$ cat src/rtl/hsa_pkg.sv
package hsa_pkg;

  // Operation selector values carried in instruction bits [7:5]
  typedef enum logic [2:0] {
    SEL_ADD_H  = 3'd0,
    SEL_ASX_H  = 3'd1,
    SEL_SAX_H  = 3'd2,
    SEL_SUB_H  = 3'd3,
    SEL_ADD_B  = 3'd4,
    SEL_RSV5   = 3'd5,
    SEL_RSV6   = 3'd6,
    SEL_SUB_B  = 3'd7
  } hsa_sel_e;

  // Decoded control for one instruction
  typedef struct packed {
    logic       op_ok;     // selector valid and class matches
    logic       byte_mode; // four 8-bit lanes
    logic       xchg;      // B halves crossed
    logic       sub_lo;    // low halfword lane subtracts
    logic       sub_hi;    // high halfword lane subtracts
    logic       sub_byte;  // byte lanes subtract
  } hsa_ctrl_t;

  // Condition test; flags packed {N,Z,C,V}
  function automatic logic cond_met(input logic [3:0] cc, input logic [3:0] f);
    logic n, z, c, v;
    {n, z, c, v} = f;
    case (cc)
      4'h0: cond_met = z;
      4'h1: cond_met = !z;
      4'h2: cond_met = c;
      4'h3: cond_met = !c;
      4'h4: cond_met = n;
      4'h5: cond_met = !n;
      4'h6: cond_met = v;
      4'h7: cond_met = !v;
      4'h8: cond_met = c && !z;
      4'h9: cond_met = !c || z;
      4'hA: cond_met = (n == v);
      4'hB: cond_met = (n != v);
      4'hC: cond_met = !z && (n == v);
      4'hD: cond_met = z || (n != v);
      4'hE: cond_met = 1'b1;
      default: cond_met = 1'b0;
    endcase
  endfunction

endpackage

$ cat src/rtl/hsa_decode.sv
module hsa_decode
  import hsa_pkg::*;
#(
  parameter logic [1:0] OP_CLASS = 2'b11
) (
  input  logic [1:0] class_f,
  input  logic [2:0] sel_f,
  output hsa_ctrl_t  ctrl
);
  hsa_sel_e sel;
  assign sel = hsa_sel_e'(sel_f);

  always_comb begin
    ctrl = '0;
    case (sel)
      SEL_ADD_H: ctrl.op_ok = 1'b1;
      SEL_ASX_H: begin ctrl.op_ok = 1'b1; ctrl.xchg = 1'b1; ctrl.sub_lo = 1'b1; end
      SEL_SAX_H: begin ctrl.op_ok = 1'b1; ctrl.xchg = 1'b1; ctrl.sub_hi = 1'b1; end
      SEL_SUB_H: begin ctrl.op_ok = 1'b1; ctrl.sub_lo = 1'b1; ctrl.sub_hi = 1'b1; end
      SEL_ADD_B: begin ctrl.op_ok = 1'b1; ctrl.byte_mode = 1'b1; end
      SEL_SUB_B: begin ctrl.op_ok = 1'b1; ctrl.byte_mode = 1'b1; ctrl.sub_byte = 1'b1; end
      default:   ctrl = '0;
    endcase
    if (class_f != OP_CLASS) ctrl.op_ok = 1'b0;
  end
endmodule

$ cat src/rtl/hsa_cond.sv
module hsa_cond
  import hsa_pkg::*;
(
  input  logic [3:0] cc,
  input  logic [3:0] flags,
  output logic       pass
);
  assign pass = cond_met(cc, flags);
endmodule

$ cat src/rtl/hsa_lane.sv
module hsa_lane #(
  parameter int W = 16
) (
  input  logic [W-1:0] a,
  input  logic [W-1:0] b,
  input  logic         sub,
  output logic [W-1:0] r
);
  // Widen by one bit, add or subtract, keep the upper W bits (floor halving)
  function automatic logic [W-1:0] halve(input logic [W-1:0] x, input logic [W-1:0] y,
                                         input logic s);
    logic [W:0] wide;
    wide = s ? ({x[W-1], x} - {y[W-1], y}) : ({x[W-1], x} + {y[W-1], y});
    return wide[W:1];
  endfunction

  assign r = halve(a, b, sub);
endmodule

$ cat src/rtl/halving_simd_unit.sv
module halving_simd_unit
  import hsa_pkg::*;
#(
  parameter int         DATA_W   = 32,
  parameter logic [1:0] OP_CLASS = 2'b11
) (
  input  logic              clk,
  input  logic              rst_n,
  input  logic              in_valid,
  input  logic [31:0]       instr,
  input  logic [DATA_W-1:0] opnd_a,
  input  logic [DATA_W-1:0] opnd_b,
  input  logic [3:0]        flags,
  output logic [3:0]        src_a_idx,
  output logic [3:0]        src_b_idx,
  output logic              out_valid,
  output logic [DATA_W-1:0] result,
  output logic [3:0]        dest_idx,
  output logic              wr_en
);
  localparam int HALF_W = DATA_W / 2;
  localparam int BYTE_W = DATA_W / 4;

  assign src_a_idx = instr[19:16];
  assign src_b_idx = instr[3:0];

  logic unused_instr_bits;
  assign unused_instr_bits = ^{instr[27:22], instr[11:8], instr[4]};

  hsa_ctrl_t ctrl;
  logic      cond_pass;
  logic      exec_ok;

  hsa_decode #(.OP_CLASS(OP_CLASS)) u_decode (
    .class_f (instr[21:20]),
    .sel_f   (instr[7:5]),
    .ctrl    (ctrl)
  );

  hsa_cond u_cond (
    .cc    (instr[31:28]),
    .flags (flags),
    .pass  (cond_pass)
  );

  assign exec_ok = ctrl.op_ok && cond_pass;

  // Halfword lanes; crossed variants pair A half i with B half (1-i)
  logic [DATA_W-1:0] half_res;
  for (genvar i = 0; i < 2; i++) begin : g_half
    logic [HALF_W-1:0] b_pick;
    logic              do_sub;
    assign b_pick = ctrl.xchg ? opnd_b[(1-i)*HALF_W +: HALF_W] : opnd_b[i*HALF_W +: HALF_W];
    assign do_sub = (i == 0) ? ctrl.sub_lo : ctrl.sub_hi;
    hsa_lane #(.W(HALF_W)) u_lane (
      .a   (opnd_a[i*HALF_W +: HALF_W]),
      .b   (b_pick),
      .sub (do_sub),
      .r   (half_res[i*HALF_W +: HALF_W])
    );
  end

  // Byte lanes, straight pairing
  logic [DATA_W-1:0] byte_res;
  for (genvar k = 0; k < 4; k++) begin : g_byte
    hsa_lane #(.W(BYTE_W)) u_lane (
      .a   (opnd_a[k*BYTE_W +: BYTE_W]),
      .b   (opnd_b[k*BYTE_W +: BYTE_W]),
      .sub (ctrl.sub_byte),
      .r   (byte_res[k*BYTE_W +: BYTE_W])
    );
  end

  logic [DATA_W-1:0] lane_out;
  assign lane_out = ctrl.byte_mode ? byte_res : half_res;

  always_ff @(posedge clk) begin
    if (!rst_n) begin
      out_valid <= 1'b0;
      wr_en     <= 1'b0;
      result    <= '0;
      dest_idx  <= '0;
    end else begin
      out_valid <= in_valid;
      if (in_valid) begin
        wr_en    <= exec_ok;
        result   <= exec_ok ? lane_out : '0;
        dest_idx <= instr[15:12];
      end else begin
        wr_en  <= 1'b0;
        result <= '0;
      end
    end
  end

  // Latency: one strobe in, one valid out a cycle later
  assert_valid_follows_R2: assert property (@(posedge clk) disable iff (!rst_n)
    in_valid |=> out_valid);
  assert_valid_idle_R2: assert property (@(posedge clk) disable iff (!rst_n)
    !in_valid |=> !out_valid);
  // Destination index travels with the result
  assert_dest_index_R1: assert property (@(posedge clk) disable iff (!rst_n)
    (in_valid && rst_n) |=> dest_idx == $past(instr[15:12]));
  // Writes only for a passing condition and a legal operation
  assert_write_gated_R9: assert property (@(posedge clk) disable iff (!rst_n)
    wr_en |-> (out_valid && $past(exec_ok)));
  // Illegal selector or class never writes
  assert_no_illegal_write_R10: assert property (@(posedge clk) disable iff (!rst_n)
    (in_valid && !ctrl.op_ok) |=> !wr_en);
  // Suppressed writes drive a zero result
  assert_zero_when_idle_R11: assert property (@(posedge clk) disable iff (!rst_n)
    !wr_en |-> result == '0);
endmodule

$ cat config.mk
export PLATFORM = sky130hd
export DESIGN_NAME = halving_simd_unit
export DESIGN_NICKNAME = d
export VERILOG_FILES = /design/src/rtl/hsa_pkg.sv /design/src/rtl/hsa_decode.sv /design/src/rtl/hsa_cond.sv /design/src/rtl/hsa_lane.sv /design/src/rtl/halving_simd_unit.sv
export SDC_FILE = /design/constraint.sdc
export NUM_CORES = 1
export LEC_CHECK = 0
export ABC_AREA = 0
export ABC_CLOCK_PERIOD_IN_PS = 11240
export BUFFER_PORTS_ARGS = -buffer_cell sky130_fd_sc_hd__clkbuf_2
export CAP_MARGIN = 25
export CORE_MARGIN = 4
export CORE_UTILIZATION = 30
export DETAILED_ROUTE_END_ITERATION = 7
export GPL_TIMING_DRIVEN = 1
export MAX_ROUTING_LAYER = met4
export SETUP_SLACK_MARGIN = 0.1
export SLEW_MARGIN = 10
export SYNTH_ARGS = -nofsm -noshare
export SYNTH_HDL_FRONTEND = slang
export SYNTH_SLANG_ARGS = --single-unit
$ cat constraint.sdc
create_clock -name clk -period 11.24 [get_ports clk]
set_input_delay 2.248 -clock clk [delete_from_list [all_inputs] [get_ports clk]]
set_output_delay 2.248 -clock clk [all_outputs]
set_load 0.1 [all_outputs]
Yosys cells after proc, flatten, opt, wreduce, memory -nomap -nowiden
Index checks and enable logic that the tools add are counted.
W data, S select, Z words.
- output and inout port bits: 46
- flip-flop bits (word level): 38
- bits of input ports: 103
- logic and storage cells: 73
- multiplexer cells: 17
- eq/ne operators: 22
- reductions and logical operators: 18
- add/sub/neg operators: 12
- operators with widths (kind ; number):
    $add A8 B8 Y9 ; 4
    $mux W9 ; 4
    $sub A8 B8 Y9 ; 4
    $add A16 B16 Y17 ; 2
    $mux W17 ; 2
    $sub A16 B16 Y17 ; 2
    $mux W16 ; 2
    $mux W32 ; 1
    $eq A4 B4 Y1 const B ; 7
    $eq A4 B3 Y1 const B ; 4
    $pmux W1 S15 ; 1
    $eq A4 B2 Y1 const B ; 2
    $reduce_or A2 Y1 ; 4
    $mux W1 ; 7
    $eq A3 B2 Y1 const B ; 2
    $eq A3 B3 Y1 const B ; 2
    $reduce_or A6 Y1 ; 1
    $eq A4 B1 Y1 const B ; 1
    $logic_not A1 Y1 ; 4
    $logic_not A4 Y1 ; 1
    $eq A3 B1 Y1 const B ; 1
    $logic_and A1 B1 Y1 ; 3
    $logic_not A3 Y1 ; 1
    $reduce_and A3 Y1 ; 1
    other kinds (5) ; 6

Logic depth before layout (Yosys ltp)
- depth in word-level cells: 7
- depth in mapped cells: 19
- depth with buffers taken out: 16

Cells and area by module
Synthesis repeated with hierarchy kept, for this count alone.
- cells, all modules: 762
- area, all modules: 6296.0 um2
- modules (own cells, without submodules) (module ; cells an instance ; instances ; area each (um2) ; sequential area each (um2)):
    halving_simd_unit ; 165 ; 1 ; 1959.4 ; 760.7
    hsa_lane (g_byte[1].u_lane ...) ; 62 ; 3 ; 462.9 ; 0.0
    hsa_lane (g_half[1].u_lane) ; 161 ; 1 ; 1154.9 ; 0.0
    hsa_lane (g_half[0].u_lane) ; 152 ; 1 ; 1079.8 ; 0.0
    hsa_lane (g_byte[0].u_lane) ; 62 ; 1 ; 466.7 ; 0.0
    hsa_cond ; 28 ; 1 ; 193.9 ; 0.0
    hsa_decode ; 8 ; 1 ; 52.6 ; 0.0

Worst setup path before layout
No wires, ideal clock.
- path kind: input port to flip-flop
- from: input port instr[6]
- to: register result[30]
- setup time: 0.079 ns
- data arrival time: 5.858 ns
- data required time: 11.161 ns
- cell stages on the path: 19
- slack: 5.303 ns
- path buffers: 4
- cells stage by stage: buf_6 xor2_2 nand2_2 buf_2 buf_2 buf_2 a21oi_1 ha_1 nand2_1 o21ai_0 xnor2_1 ha_1 a21o_1 a21o_1 a2111o_1 o21ai_0 a32oi_2 xnor2_1 a211oi_2
- cells in the longest elaborated chain, start to end: 7
- elaborated cells on any way between the ends: 24
- classes of those cells: add/sub (2); eq/ne (5); mux (10); reduce/logical (7)
- RTL lines (item ; RTL line ; RTL):
    start: declaration ; halving_simd_unit.sv:10 ; input logic [31:0] instr,
    $eq A3 B1 Y1 / $eq A3 B2 Y1 (equally long branches) ; hsa_decode.sv:15 ; case (sel)
    $reduce_or A2 Y1 (no line) ; n/a ;
    $mux W1 ; hsa_decode.sv:15 ;
    $mux W16 ; halving_simd_unit.sv:53 ; assign b_pick = ctrl.xchg ? opnd_b[(1-i)*HALF_W +: HALF_W] : opnd_b[i*HALF_W +: HALF_W];
    $add A16 B16 Y17 / $sub A16 B16 Y17 (equally long branches) ; hsa_lane.sv:13 ; wide = s ? ({x[W-1], x} - {y[W-1], y}) : ({x[W-1], x} + {y[W-1], y});
    $mux W17 ; hsa_lane.sv:13 ;
    $mux W32 ; halving_simd_unit.sv:75 ; assign lane_out = ctrl.byte_mode ? byte_res : half_res;
    end signal: assignment ; halving_simd_unit.sv:87 ; result <= exec_ok ? lane_out : '0;
    end: declaration ; halving_simd_unit.sv:17 ; output logic [DATA_W-1:0] result,
Several ways; a longest one is shown, not always the timed one.
A chain may end at the register's enable or synchronous reset.

Worst setup path in the final report
- from: input port instr[5]
- to: register result[31]
The elaborated chain is that of the path after synthesis.

==> metrics.md <==
| Metric | Value |
|---|---|
| Vias per inst | 5.27 |
| 1st-pass router iterations | 5 |
| # nets final | 1103 |
| Worst setup path class | input port to flop |
| Hold buffer count at cts | 0 |
| Mapped Avg Cell Area | 7.45 um^2 |
| Synth Instances | 849 |
| Initial antenna violation count | 1 |
| DRC Markers | 0 |
| RD Place Congestion | 0.927 |
| F_max | 145 MHz |
| Crit path launch type | input port |
| Worst-Skew Late Latency | 290 ps |
| CTS Buf Count | 5 |
| Distinct cells, synth | 79 |
| Post-layout min period | 6890 ps |
| Total number of vias | 6340 |
| Final worst-path cycle share | 61.3% |
| Clk_skew | 0 ps |
| Root cell of the clock tree | clkbuf_16 |
| Static Leak | 3.19 nW |
| Fraction of layout cells with a size suffix above 1 | 17.0% |
| Pin count of the biggest net entering global routing | 41 |
| Peak supply drop | 51.1 uV |
| First-pass GRT wire length | 31500 um |
| Worst setup EP type | flop |
| Synth Net Count | 1022 |
| Area grow syn2layout | 14.2% |
| Async set-reset flop share out of synthesis | 0% |
| CP required | 11450 ps |
| Most frequent cells in the layout | clkbuf_2, a21oi_1, nor2_1 |
| Number of synthesized flops with an enable pin | 0 |
| Cell row count | 52 |
| Initial Util | 30.9% |
| Setup ws final | 4350 ps |
| CTS Sinks | 38 |
| Commonest non-fill, non-tap cell in the layout | clkbuf_2 |
| Yosys Warn Count | 0 |
| Port bufs | 121 |
| Deepest clock path buffer count | 2 |
| Vias in the first global route | 5865 |
| Seq cells post-synth | 38 |
| CTS tree | built |
| Hpwl dp | 16800 um |
| Post-CTS Setup Inserts | 0 |
| Most used flip-flop cell after synthesis | dfxtp_1 |
| Hold Path Class | flop to flop |
| Setup TNS | 0 ps |
| Post-route ant nets | 0 |
| R2r setup slk | 10640 ps |
| IO Pins | 149 |
| Crit-path max FO | 40 |
| Status | completed |
| Total of max-cap violations | 0 |
| Total Power | 0.762 mW |
| Remaining Overflow, GRT | 0 |
| Critical Path AT | 7100 ps |
| Worst slew margin | 36.7% |
| Post-CTS sizing | 0 |
| Reg clk slew, reported paths | 60 ps |
| PwrDens | 106 nW/um^2 |
| # H-tree levels | 2 |
| Die area | 23500 um^2 |
| Die width | 153 um |
| RSZ-0062 raised after global routing | no |
| Post-DR wirelength/cell | 17.0 um |
| Layout fillers | 2209 |
| Register area share after synthesis | 12.0% |
| Total GRT Usage | 17.1% |
| Fin. Hold Viols | 0 |
| WHS | 513 ps |
| Slew Viols, Final | 0 |
| Synthesized area | 6320 um^2 |
| Final setup fails | 0 |
| Iter 0 DRT Violations | 478 |
| Pre-CTS setup slack | 4200 ps |
| DRT Wirelength | 20500 um |
| Slew @ Worst Pin | 947 ps |
| Chip height | 153 um |
| Core area | 20500 um^2 |
-- logic make-up after synthesis --
group | Yosys count | synth area share, %
flops | 38 | 12.0
simple gates | 256 | 20.1
compound gates | 260 | 26.7
xor+xnor | 106 | 14.9
mux | 39 | 6.27
fa+ha+maj | 70 | 14.6
buf+inv | 80 | 5.42
-- through the flow --
step	utilization [%]	cells	area, um^2
floorplan	-	849	6320
global placement	34.5	1193	7070
detailed placement	34.5	1193	7070
CTS	35.2	1201	7220
global route	35.2	1202	7220
finish	35.2	1202	7220
-- power breakdown --
| group | internal [mW] | total (mW) | switching, mW | leakage (nW) |
|---|---|---|---|---|
| clock network | 0.0881 | 0.148 | 0.0599 | 0.0739 |
| registers | 0.138 | 0.138 | 0.000794 | 0.307 |
| logic | 0.192 | 0.476 | 0.284 | 2.81 |
-- layout make-up --
class / count / area [um^2] / share of cell area (%)
inverters: 29 / 109 / 1.51
clock inverters: 1 / 5.00 / 0.0693
repair buffers: 125 / 636 / 8.80
multi-input cells: 731 / 5230 / 72.4
clock buffers: 7 / 143 / 1.98
flip-flops and latches: 38 / 761 / 10.5
well taps: 270 / 338 / 4.68
diodes: 1 / 2.50 / 0.0347
-- path summary, 6_finish.rpt --
path / from / to / cells past startpoint
setup / recovery: instr[5] / result[31]$_SDFF_PN0_ / 15
hold / removal: dest_idx[2]$_SDFFE_PN0P_ / dest_idx[2]$_SDFFE_PN0P_ / 2
setup reg to reg: dest_idx[0]$_SDFFE_PN0P_ / dest_idx[0]$_SDFFE_PN0P_ / 2
hold reg to reg: dest_idx[2]$_SDFFE_PN0P_ / dest_idx[2]$_SDFFE_PN0P_ / 2
-- worst max-delay path, stage by stage --
cell	delay (ps)
clkbuf_2	260
xor2_2	440
nand2_2	630
a21oi_1	540
ha_1	360
a31oi_1	130
xor2_1	300
ha_1	350
a21o_1	200
a311oi_1	520
nor3_1	100
a211oi_1	460
o31ai_1	150
xnor2_1	140
a211oi_1	250
-- flip-flops by register name (all words and copies together) (netlist names) --
register	count
wr_en	1
out_valid	1
dest_idx	4
result	32
-- cell usage after synthesis, drive strengths merged (9+ instances only) --
master	instances	area, um^2
nor2	85	327
o21ai	47	239
nor2b	9	56.3
a21o	24	180
o31ai	13	97.6
nand3	12	60.1
nand2	66	250
a211oi	18	150
xnor2	65	577
ha	64	801
dfxtp	38	761
a31oi	16	115
mux2i	37	374
xor2	41	367
nor4	12	96.3
nand2b	10	62.6
nor3	19	95.1
clkbuf	35	131
a21oi	92	460
inv	29	109
buf	16	103
-- per-layer routing --
layer,GRT usage [%],up-vias,wire [um]
met5,-,-,0
met4,4.45,0,301
met2,26.8,196,9420
met3,2.43,21,1030
li1,-,3248,-
met1,23.3,2875,9740
Power figures use the tool's default switching activity.
